## src/rtl/uirq_pkg.sv

```systemverilog
package uirq_pkg;

    localparam int unsigned CSR_AW = 12;

    // register addresses
    localparam logic [CSR_AW-1:0] ADR_STAT  = 12'h000;
    localparam logic [CSR_AW-1:0] ADR_IE    = 12'h004;
    localparam logic [CSR_AW-1:0] ADR_TVEC  = 12'h005;
    localparam logic [CSR_AW-1:0] ADR_SCR   = 12'h040;
    localparam logic [CSR_AW-1:0] ADR_EPC   = 12'h041;
    localparam logic [CSR_AW-1:0] ADR_CAUSE = 12'h042;
    localparam logic [CSR_AW-1:0] ADR_TVAL  = 12'h043;
    localparam logic [CSR_AW-1:0] ADR_IP    = 12'h044;

    // status window bits
    localparam int unsigned BIT_EN   = 0;
    localparam int unsigned BIT_PREV = 4;

    // interrupt kinds: kind k lives at bit k*KIND_STRIDE of the windows
    localparam int unsigned NKIND       = 3;
    localparam int unsigned KIND_STRIDE = 4;
    localparam int unsigned K_SW        = 0;
    localparam int unsigned K_TIM       = 1;
    localparam int unsigned K_EXT       = 2;
    localparam int unsigned TOP_KIND_BIT = (NKIND - 1) * KIND_STRIDE;

    // trap vector modes
    localparam logic [1:0] TV_DIRECT = 2'd0;

    typedef enum logic [3:0] {
        R_NONE, R_STAT, R_IE, R_IP, R_TVEC, R_SCR, R_EPC, R_CAUSE, R_TVAL
    } reg_sel_e;

    function automatic reg_sel_e decode_addr(input logic [CSR_AW-1:0] a);
        reg_sel_e s;
        case (a)
            ADR_STAT:  s = R_STAT;
            ADR_IE:    s = R_IE;
            ADR_IP:    s = R_IP;
            ADR_TVEC:  s = R_TVEC;
            ADR_SCR:   s = R_SCR;
            ADR_EPC:   s = R_EPC;
            ADR_CAUSE: s = R_CAUSE;
            ADR_TVAL:  s = R_TVAL;
            default:   s = R_NONE;
        endcase
        return s;
    endfunction

    // modes 2 and 3 are reserved and fall back to direct
    function automatic logic [1:0] legal_mode(input logic [1:0] m);
        return m[1] ? TV_DIRECT : m;
    endfunction

endpackage

```

## src/rtl/uirq_status_view.sv

```systemverilog
module uirq_status_view
    import uirq_pkg::*;
#(
    parameter int unsigned XLEN = 32
) (
    input  logic            clk,
    input  logic            rst_n,
    input  logic            wr_en,
    input  logic [XLEN-1:0] wdata,
    input  logic            m_ld,
    input  logic [XLEN-1:0] m_ld_val,
    output logic [XLEN-1:0] status_o,
    output logic [XLEN-1:0] view_o
);

    localparam logic [XLEN-1:0] VIEW_MASK =
        (XLEN'(1) << BIT_EN) | (XLEN'(1) << BIT_PREV);

    typedef struct packed {
        logic [XLEN-1:0] word;
    } st_t;

    st_t st_d, st_q;

    always_comb begin
        st_d = st_q;
        if (m_ld) begin
            st_d.word = m_ld_val;
        end else if (wr_en) begin
            st_d.word = (st_q.word & ~VIEW_MASK) | (wdata & VIEW_MASK);
        end
    end

    always_ff @(posedge clk or negedge rst_n) begin
        if (!rst_n) st_q <= '0;
        else        st_q <= st_d;
    end

    assign status_o = st_q.word;
    assign view_o   = st_q.word & VIEW_MASK;

    // without a machine load, bits outside the user window never move
    p_keep_other_r2: assert property (@(posedge clk) disable iff (!rst_n)
        !m_ld |=> ((status_o & ~VIEW_MASK) == $past(status_o & ~VIEW_MASK)));

    // a machine load takes the whole word, even against a user write
    p_mload_wins_r2: assert property (@(posedge clk) disable iff (!rst_n)
        m_ld |=> (status_o == $past(m_ld_val)));

endmodule

```

## src/rtl/uirq_intr_view.sv

```systemverilog
module uirq_intr_view
    import uirq_pkg::*;
#(
    parameter int unsigned XLEN = 32
) (
    input  logic             clk,
    input  logic             rst_n,
    input  logic             wr_ip,
    input  logic             wr_ie,
    input  logic [XLEN-1:0]  wdata,
    input  logic [XLEN-1:0]  dmask,
    input  logic             hw_ext,
    input  logic             hw_tim,
    input  logic             hw_sw_set,
    output logic [NKIND-1:0] pend_o,
    output logic [NKIND-1:0] en_o,
    output logic [XLEN-1:0]  ip_view_o,
    output logic [XLEN-1:0]  ie_view_o
);

    typedef struct packed {
        logic [NKIND-1:0] pend;
        logic [NKIND-1:0] en;
    } ir_t;

    ir_t ir_d, ir_q;

    logic unused_bits;
    assign unused_bits = ^{wdata, dmask};

    always_comb begin
        ir_d = ir_q;
        // hardware levels own the timer and external pending bits
        ir_d.pend[K_EXT] = hw_ext;
        ir_d.pend[K_TIM] = hw_tim;
        if (hw_sw_set) begin
            ir_d.pend[K_SW] = 1'b1;
        end
        // a delegated user write of the software bit overrides the hardware set
        if (wr_ip && dmask[K_SW*KIND_STRIDE]) begin
            ir_d.pend[K_SW] = wdata[K_SW*KIND_STRIDE];
        end
        for (int k = 0; k < NKIND; k++) begin
            if (wr_ie && dmask[k*KIND_STRIDE]) begin
                ir_d.en[k] = wdata[k*KIND_STRIDE];
            end
        end
    end

    always_ff @(posedge clk or negedge rst_n) begin
        if (!rst_n) ir_q <= '0;
        else        ir_q <= ir_d;
    end

    always_comb begin
        ip_view_o = '0;
        ie_view_o = '0;
        for (int k = 0; k < NKIND; k++) begin
            ip_view_o[k*KIND_STRIDE] = ir_q.pend[k] & dmask[k*KIND_STRIDE];
            ie_view_o[k*KIND_STRIDE] = ir_q.en[k]   & dmask[k*KIND_STRIDE];
        end
    end

    assign pend_o = ir_q.pend;
    assign en_o   = ir_q.en;

    // an enable bit whose kind is not delegated keeps its value
    for (genvar g = 0; g < NKIND; g++) begin : g_en_chk
        p_en_hold_r6: assert property (@(posedge clk) disable iff (!rst_n)
            !dmask[g*KIND_STRIDE] |=> $stable(en_o[g]));
    end

    // timer and external pending follow their hardware level a cycle later
    p_ext_set_r5: assert property (@(posedge clk) disable iff (!rst_n)
        hw_ext |=> pend_o[K_EXT]);
    p_ext_clr_r5: assert property (@(posedge clk) disable iff (!rst_n)
        !hw_ext |=> !pend_o[K_EXT]);
    p_tim_set_r5: assert property (@(posedge clk) disable iff (!rst_n)
        hw_tim |=> pend_o[K_TIM]);

    // without delegation and without a hardware set, software pending holds
    p_sw_hold_r5: assert property (@(posedge clk) disable iff (!rst_n)
        (!dmask[K_SW*KIND_STRIDE] && !hw_sw_set) |=> $stable(pend_o[K_SW]));

    // a delegated user write beats a simultaneous hardware set
    p_sw_win_r7: assert property (@(posedge clk) disable iff (!rst_n)
        (wr_ip && dmask[K_SW*KIND_STRIDE] && hw_sw_set)
        |=> (pend_o[K_SW] == $past(wdata[K_SW*KIND_STRIDE])));

endmodule

```

## src/rtl/uirq_trap_regs.sv

```systemverilog
module uirq_trap_regs
    import uirq_pkg::*;
#(
    parameter int unsigned XLEN = 32
) (
    input  logic            clk,
    input  logic            rst_n,
    input  logic            we,
    input  reg_sel_e        sel,
    input  logic [XLEN-1:0] wdata,
    output logic [XLEN-1:0] tvec_o,
    output logic [XLEN-1:0] scr_o,
    output logic [XLEN-1:0] epc_o,
    output logic [XLEN-1:0] cause_o,
    output logic [XLEN-1:0] tval_o
);

    typedef struct packed {
        logic [XLEN-1:0] tvec;
        logic [XLEN-1:0] scr;
        logic [XLEN-1:0] epc;
        logic [XLEN-1:0] cause;
        logic [XLEN-1:0] tval;
    } tr_t;

    tr_t tr_d, tr_q;

    always_comb begin
        tr_d = tr_q;
        if (we) begin
            case (sel)
                R_TVEC:  tr_d.tvec  = {wdata[XLEN-1:2], legal_mode(wdata[1:0])};
                R_SCR:   tr_d.scr   = wdata;
                R_EPC:   tr_d.epc   = {wdata[XLEN-1:1], 1'b0};
                R_CAUSE: tr_d.cause = wdata;
                R_TVAL:  tr_d.tval  = wdata;
                default: ;
            endcase
        end
    end

    always_ff @(posedge clk or negedge rst_n) begin
        if (!rst_n) tr_q <= '0;
        else        tr_q <= tr_d;
    end

    assign tvec_o  = tr_q.tvec;
    assign scr_o   = tr_q.scr;
    assign epc_o   = tr_q.epc;
    assign cause_o = tr_q.cause;
    assign tval_o  = tr_q.tval;

    // a written exception PC keeps the upper bits and is always even
    p_epc_even_r9: assert property (@(posedge clk) disable iff (!rst_n)
        (we && sel == R_EPC)
        |=> (!epc_o[0] && epc_o[XLEN-1:1] == $past(wdata[XLEN-1:1])));

    // reserved vector modes land as direct mode, base kept
    p_tvec_legal_r10: assert property (@(posedge clk) disable iff (!rst_n)
        (we && sel == R_TVEC && wdata[1])
        |=> (tvec_o[1:0] == TV_DIRECT && tvec_o[XLEN-1:2] == $past(wdata[XLEN-1:2])));

endmodule

```

## src/rtl/user_irq_csr.sv

```systemverilog
module user_irq_csr
    import uirq_pkg::*;
#(
    parameter int unsigned XLEN = 32
) (
    input  logic                 clk,
    input  logic                 rst_n,
    input  logic [CSR_AW-1:0]    csr_addr,
    input  logic                 csr_we,
    input  logic [XLEN-1:0]      csr_wdata,
    output logic [XLEN-1:0]      csr_rdata,
    output logic                 csr_illegal,
    input  logic [XLEN-1:0]      deleg_mask,
    input  logic                 hw_ext_pend,
    input  logic                 hw_tim_pend,
    input  logic                 hw_sw_set,
    input  logic                 m_status_ld,
    input  logic [XLEN-1:0]      m_status_val,
    output logic [XLEN-1:0]      status_o,
    output logic [NKIND-1:0]     irq_pend_o,
    output logic [NKIND-1:0]     irq_en_o
);

    localparam logic [XLEN-1:0] KIND_POS_MASK =
        (XLEN'(1) << (K_SW  * KIND_STRIDE)) |
        (XLEN'(1) << (K_TIM * KIND_STRIDE)) |
        (XLEN'(1) << (K_EXT * KIND_STRIDE));
    localparam logic [XLEN-1:0] STAT_POS_MASK =
        (XLEN'(1) << BIT_EN) | (XLEN'(1) << BIT_PREV);

    reg_sel_e        sel;
    logic [XLEN-1:0] stat_view, ip_view, ie_view;
    logic [XLEN-1:0] tvec_q, scr_q, epc_q, cause_q, tval_q;

    assign sel = decode_addr(csr_addr);

    uirq_status_view #(.XLEN(XLEN)) u_status (
        .clk      (clk),
        .rst_n    (rst_n),
        .wr_en    (csr_we && sel == R_STAT),
        .wdata    (csr_wdata),
        .m_ld     (m_status_ld),
        .m_ld_val (m_status_val),
        .status_o (status_o),
        .view_o   (stat_view)
    );

    uirq_intr_view #(.XLEN(XLEN)) u_intr (
        .clk       (clk),
        .rst_n     (rst_n),
        .wr_ip     (csr_we && sel == R_IP),
        .wr_ie     (csr_we && sel == R_IE),
        .wdata     (csr_wdata),
        .dmask     (deleg_mask),
        .hw_ext    (hw_ext_pend),
        .hw_tim    (hw_tim_pend),
        .hw_sw_set (hw_sw_set),
        .pend_o    (irq_pend_o),
        .en_o      (irq_en_o),
        .ip_view_o (ip_view),
        .ie_view_o (ie_view)
    );

    uirq_trap_regs #(.XLEN(XLEN)) u_trap (
        .clk     (clk),
        .rst_n   (rst_n),
        .we      (csr_we),
        .sel     (sel),
        .wdata   (csr_wdata),
        .tvec_o  (tvec_q),
        .scr_o   (scr_q),
        .epc_o   (epc_q),
        .cause_o (cause_q),
        .tval_o  (tval_q)
    );

    always_comb begin
        case (sel)
            R_STAT:  csr_rdata = stat_view;
            R_IE:    csr_rdata = ie_view;
            R_IP:    csr_rdata = ip_view;
            R_TVEC:  csr_rdata = tvec_q;
            R_SCR:   csr_rdata = scr_q;
            R_EPC:   csr_rdata = epc_q;
            R_CAUSE: csr_rdata = cause_q;
            R_TVAL:  csr_rdata = tval_q;
            default: csr_rdata = '0;
        endcase
    end

    assign csr_illegal = (sel == R_NONE);

    // an unknown address reads as zero
    p_illegal_zero_r8: assert property (@(posedge clk) disable iff (!rst_n)
        csr_illegal |-> (csr_rdata == '0));

    // the status window shows nothing outside its two bits
    p_stat_window_r1: assert property (@(posedge clk) disable iff (!rst_n)
        (csr_addr == ADR_STAT) |-> ((csr_rdata & ~STAT_POS_MASK) == '0));

    // the pending window shows only delegated kind positions
    p_ip_window_r3: assert property (@(posedge clk) disable iff (!rst_n)
        (csr_addr == ADR_IP) |-> ((csr_rdata & ~(KIND_POS_MASK & deleg_mask)) == '0));

    // the enable window shows only delegated kind positions
    p_ie_window_r4: assert property (@(posedge clk) disable iff (!rst_n)
        (csr_addr == ADR_IE) |-> ((csr_rdata & ~(KIND_POS_MASK & deleg_mask)) == '0));

endmodule

```

## config.mk

```make
export PLATFORM = sky130hd
export DESIGN_NAME = user_irq_csr
export DESIGN_NICKNAME = d
export VERILOG_FILES = /design/src/rtl/uirq_pkg.sv /design/src/rtl/uirq_status_view.sv /design/src/rtl/uirq_intr_view.sv /design/src/rtl/uirq_trap_regs.sv /design/src/rtl/user_irq_csr.sv
export SDC_FILE = /design/constraint.sdc
export NUM_CORES = 1
export LEC_CHECK = 0
export ABC_AREA = 1
export BUFFER_PORTS_ARGS = -buffer_cell sky130_fd_sc_hd__buf_2
export CORE_AREA = 3 3 136 138
export CTS_CLUSTER_DIAMETER = 60
export DETAILED_ROUTE_END_ITERATION = 7
export DIE_AREA = 0 0 139 141
export GPL_TIMING_DRIVEN = 0
export PLACE_DENSITY = 0.74
export SYNTH_ARGS = -nofsm -noshare
export SYNTH_HDL_FRONTEND = slang
export SYNTH_SLANG_ARGS = --single-unit
```

## constraint.sdc

```tcl
create_clock -name clk -period 1.6 [get_ports clk]
set_input_delay 0.16 -clock clk [delete_from_list [all_inputs] [get_ports clk]]
set_output_delay 0.16 -clock clk [all_outputs]
set_load 0.05 [all_outputs]
```

==> impl_metrics.json <==
{
  "worst_slew_pin_slew_ps": 848.3,
  "finClkSkew_ps": 0,
  "h-tree-depth": 4,
  "start_kind": "primary input",
  "hold_end": "u_intr.en_o[1]",
  "crit_fanout": 6,
  "grt_pass1_wl_mm": 42.14,
  "leakage_nw": 6.027,
  "finalSetupViolCount": 36,
  "grt_pass1_vias": 8212,
  "layout_commonest_cell": "nand2_1",
  "cp.arrival_ps": 1880,
  "maxCapViolations": 0,
  "r2r_end": "u_trap.cause_o[4]",
  "ios": 186,
  "wl_mm": 27.57,
  "ir_drop_uv": 781.9,
  "finalPower_w": 0.01029,
  "cp.required_ps": 1440,
  "dr.pass1.iters": 6,
  "hp-start": "deleg_mask[4]",
  "dp_hpwl_mm": 16.33,
  "period_share": 1.276,
  "final-hold-violation-count": 0,
  "viasPerCell": 5.432,
  "mappedNetlistArea_um2": 8697,
  "clk_pin_slew_ps": 70,
  "grt_antenna_before_repair": 1,
  "gr-total-overflow": 0,
  "gp_congestion": 0.8630,
  "path_class": "primary input to primary output",
  "rr_startpoint": "u_trap.cause_o[4]",
  "ys_types": 27,
  "slowest_delay_ps": 220,
  "antenna_cells": 0,
  "slowest_stage": "buf_6",
  "placedCellCount": 1414,
  "syn_area_per_cell_um2": 8.411,
  "fp.dieH_um": 141,
  "period_needed_ps": 2041,
  "reg2reg_slack_ps": 860,
  "status": "complete, but fails checks",
  "cts_tree": "built",
  "reg2reg_depth": 2,
  "max_freq_mhz": 489.9,
  "layout_common_cells": "nand2_1 (381), dfrtp_1 (196), o21ai_0 (125)",
  "portBuffers": 154,
  "final_util": 0.6839,
  "clkLatencyLatePin_ps": 440,
  "fin_cells": 1513,
  "rsz0062_at_grt": "true",
  "synth_fp_nets": 1149,
  "ys_seq_area_frac": 0.5639,
  "cts.sinks": 196,
  "whs_path_depth": 3,
  "ys_ff_latch": 196,
  "coreArea_um2": 17300,
  "violations": "negative setup slack",
  "dieArea_um2": 19600,
  "die_w_um": 139,
  "drv_slew": 0,
  "area_growth_pct": 36.01,
  "synth_cells": 1034,
  "relSlewSlack": 0.4345,
  "routedWlPerCell_um": 18.22,
  "ant_nets": 0,
  "drive_above_1_share": 0.2919,
  "post-route-drc-count": 0,
  "min_path_type": "primary input to flip-flop",
  "clockBufferDepth": 2,
  "crit_family": "simple AND/OR/NAND/NOR gates",
  "cp-end-kind": "primary output",
  "path_cells": "buf_6 -> inv_2 -> nand2_2 -> nor2_4 -> buf_6 -> nand2_2 -> nand2_2 -> nand2_4 -> nand2_4 -> nor3_4 -> buf_6 -> buf_8 -> nand2_2 -> nand4_1 -> buf_6",
  "final.setup.worst_slack_ps": -441.2,
  "grt_max_degree": 109,
  "finalNetCount": 1390,
  "ctsRootBufferMaster": "clkbuf_16",
  "path_buf_inv": 6,
  "initial_utilization": 0.5028,
  "num_rows": 48,
  "cts_buffers": 17,
  "vias": 8218,
  "yosys_warnings": 0,
  "grtUsageTotal": 0.2730,
  "power_density_nw_per_um2": 869.8,
  "drtIter0Drc": 717
}
final cells by class:
type	instances	area (um2)
Fill cell	1319	5468
Sequential cell	196	4905
Multi-Input combinational cell	699	3556
Timing Repair Buffer	222	1773
Clock buffer	18	429.2
Buffer	53	384.1
Inverter	86	352.8
Tap cell	225	281.5
Clock inverter	14	147.6
metal layers:
metal	vias up	share of wire	track usage
li1	3794	-	-
met1	3881	0.40	0.3463
met2	435	0.47	0.4431
met3	106	0.080	0.06920
met4	2	0.046	0.1267
met5	-	0.00029	0
flip-flops by register name, indices dropped and copies added (netlist names):
signal and flops:
u_status.status_o 32, u_trap.tval_o 32, u_trap.epc_o 31, u_intr.en_o 3, u_intr.pend_o 3, u_trap.scr_o 32
u_trap.tvec_o 31, u_trap.cause_o 32
cells in the mapped netlist:
cell	n	area, um2
dfrtp_1	196	4905
buf_6	8	90.09
nand3_2	2	20.02
o21ai_2	32	280.3
buf_4	1	7.510
buf_2	5	25.02
nand2_2	2	12.51
o221ai_1	2	17.52
o21ai_1	7	35.03
o31ai_1	1	7.510
nand4_1	24	150.1
nand3b_1	7	52.55
nor3_4	1	16.27
o21ai_0	125	625.6
nor2_1	19	71.32
nor4_1	1	6.260
a21oi_1	2	10.01
and3_1	1	6.260
nand3_1	24	120.1
nand2_1	429	1610
nand2_4	1	11.26
a22o_1	13	113.9
clkbuf_1	39	146.4
nor2_2	3	18.77
nor3_1	3	15.01
inv_2	9	33.78
inv_1	77	289.0
worst reg2reg max path, delay by kind of cell (launching register included):
family	cells	cell delay [ps]
AND/OR/NAND/NOR	1	100
AO/OA/AOI/OAI	1	100
flip-flops	1	400
metrics by stage:
step / TNS (ps) / cell area [um2] / hold WS, ps / setup WS (ps)
final: -11380 / 11830 / 11.86 / -441.2
after global routing: -16850 / 11830 / 30.32 / -489.5
after CTS: -7022 / 11590 / 3.760 / -281.7
after detailed placement: -65640 / 9856 / 269.8 / -986.9
after global placement: -622920 / 9818 / 269.3 / -2879
after floorplan: -4129 / 8766 / -135.6 / -195.2
what timing repair did:
action | 4_1_cts | 5_1_grt
pin swaps | 27 | 24
endpoints found under the setup margin | 32 | 92
resized for setup | 174 | 87
hold buffers | 37 | 0
cloned | 3 | 0
endpoints found under the hold margin | 143 | 0
setup buffers | 21 | 8
where the power goes:
part           switching [W]  total (W)  internal [W]
clock                0.00203    0.00423       0.00220
combinational       0.000680   0.000972      0.000292
sequential         0.0000525    0.00509       0.00504
kinds of logic after synthesis:
logic type / Yosys count / share of synthesized area
and+or+nand+nor: 517 / 0.2427
AOI/OAI and AO/OA: 182 / 0.1253
buffers and inverters: 139 / 0.06805
DFF: 196 / 0.5639
worst max path at each step:
stage | startpoint | endpoint | slack [ps] | cells after the start
detailed placement | csr_addr[7] | csr_rdata[1] | -990 | 11
global placement | rst_n | u_status.status_o[19] | -2880 | 1
floorplan | csr_addr[5] | csr_rdata[10] | -200 | 11
finish | csr_addr[11] | csr_rdata[1] | -440 | 15
CTS | csr_addr[10] | csr_rdata[1] | -280 | 13
global route | csr_addr[11] | csr_rdata[1] | -490 | 15
Power figures use the tool's default switching activity.
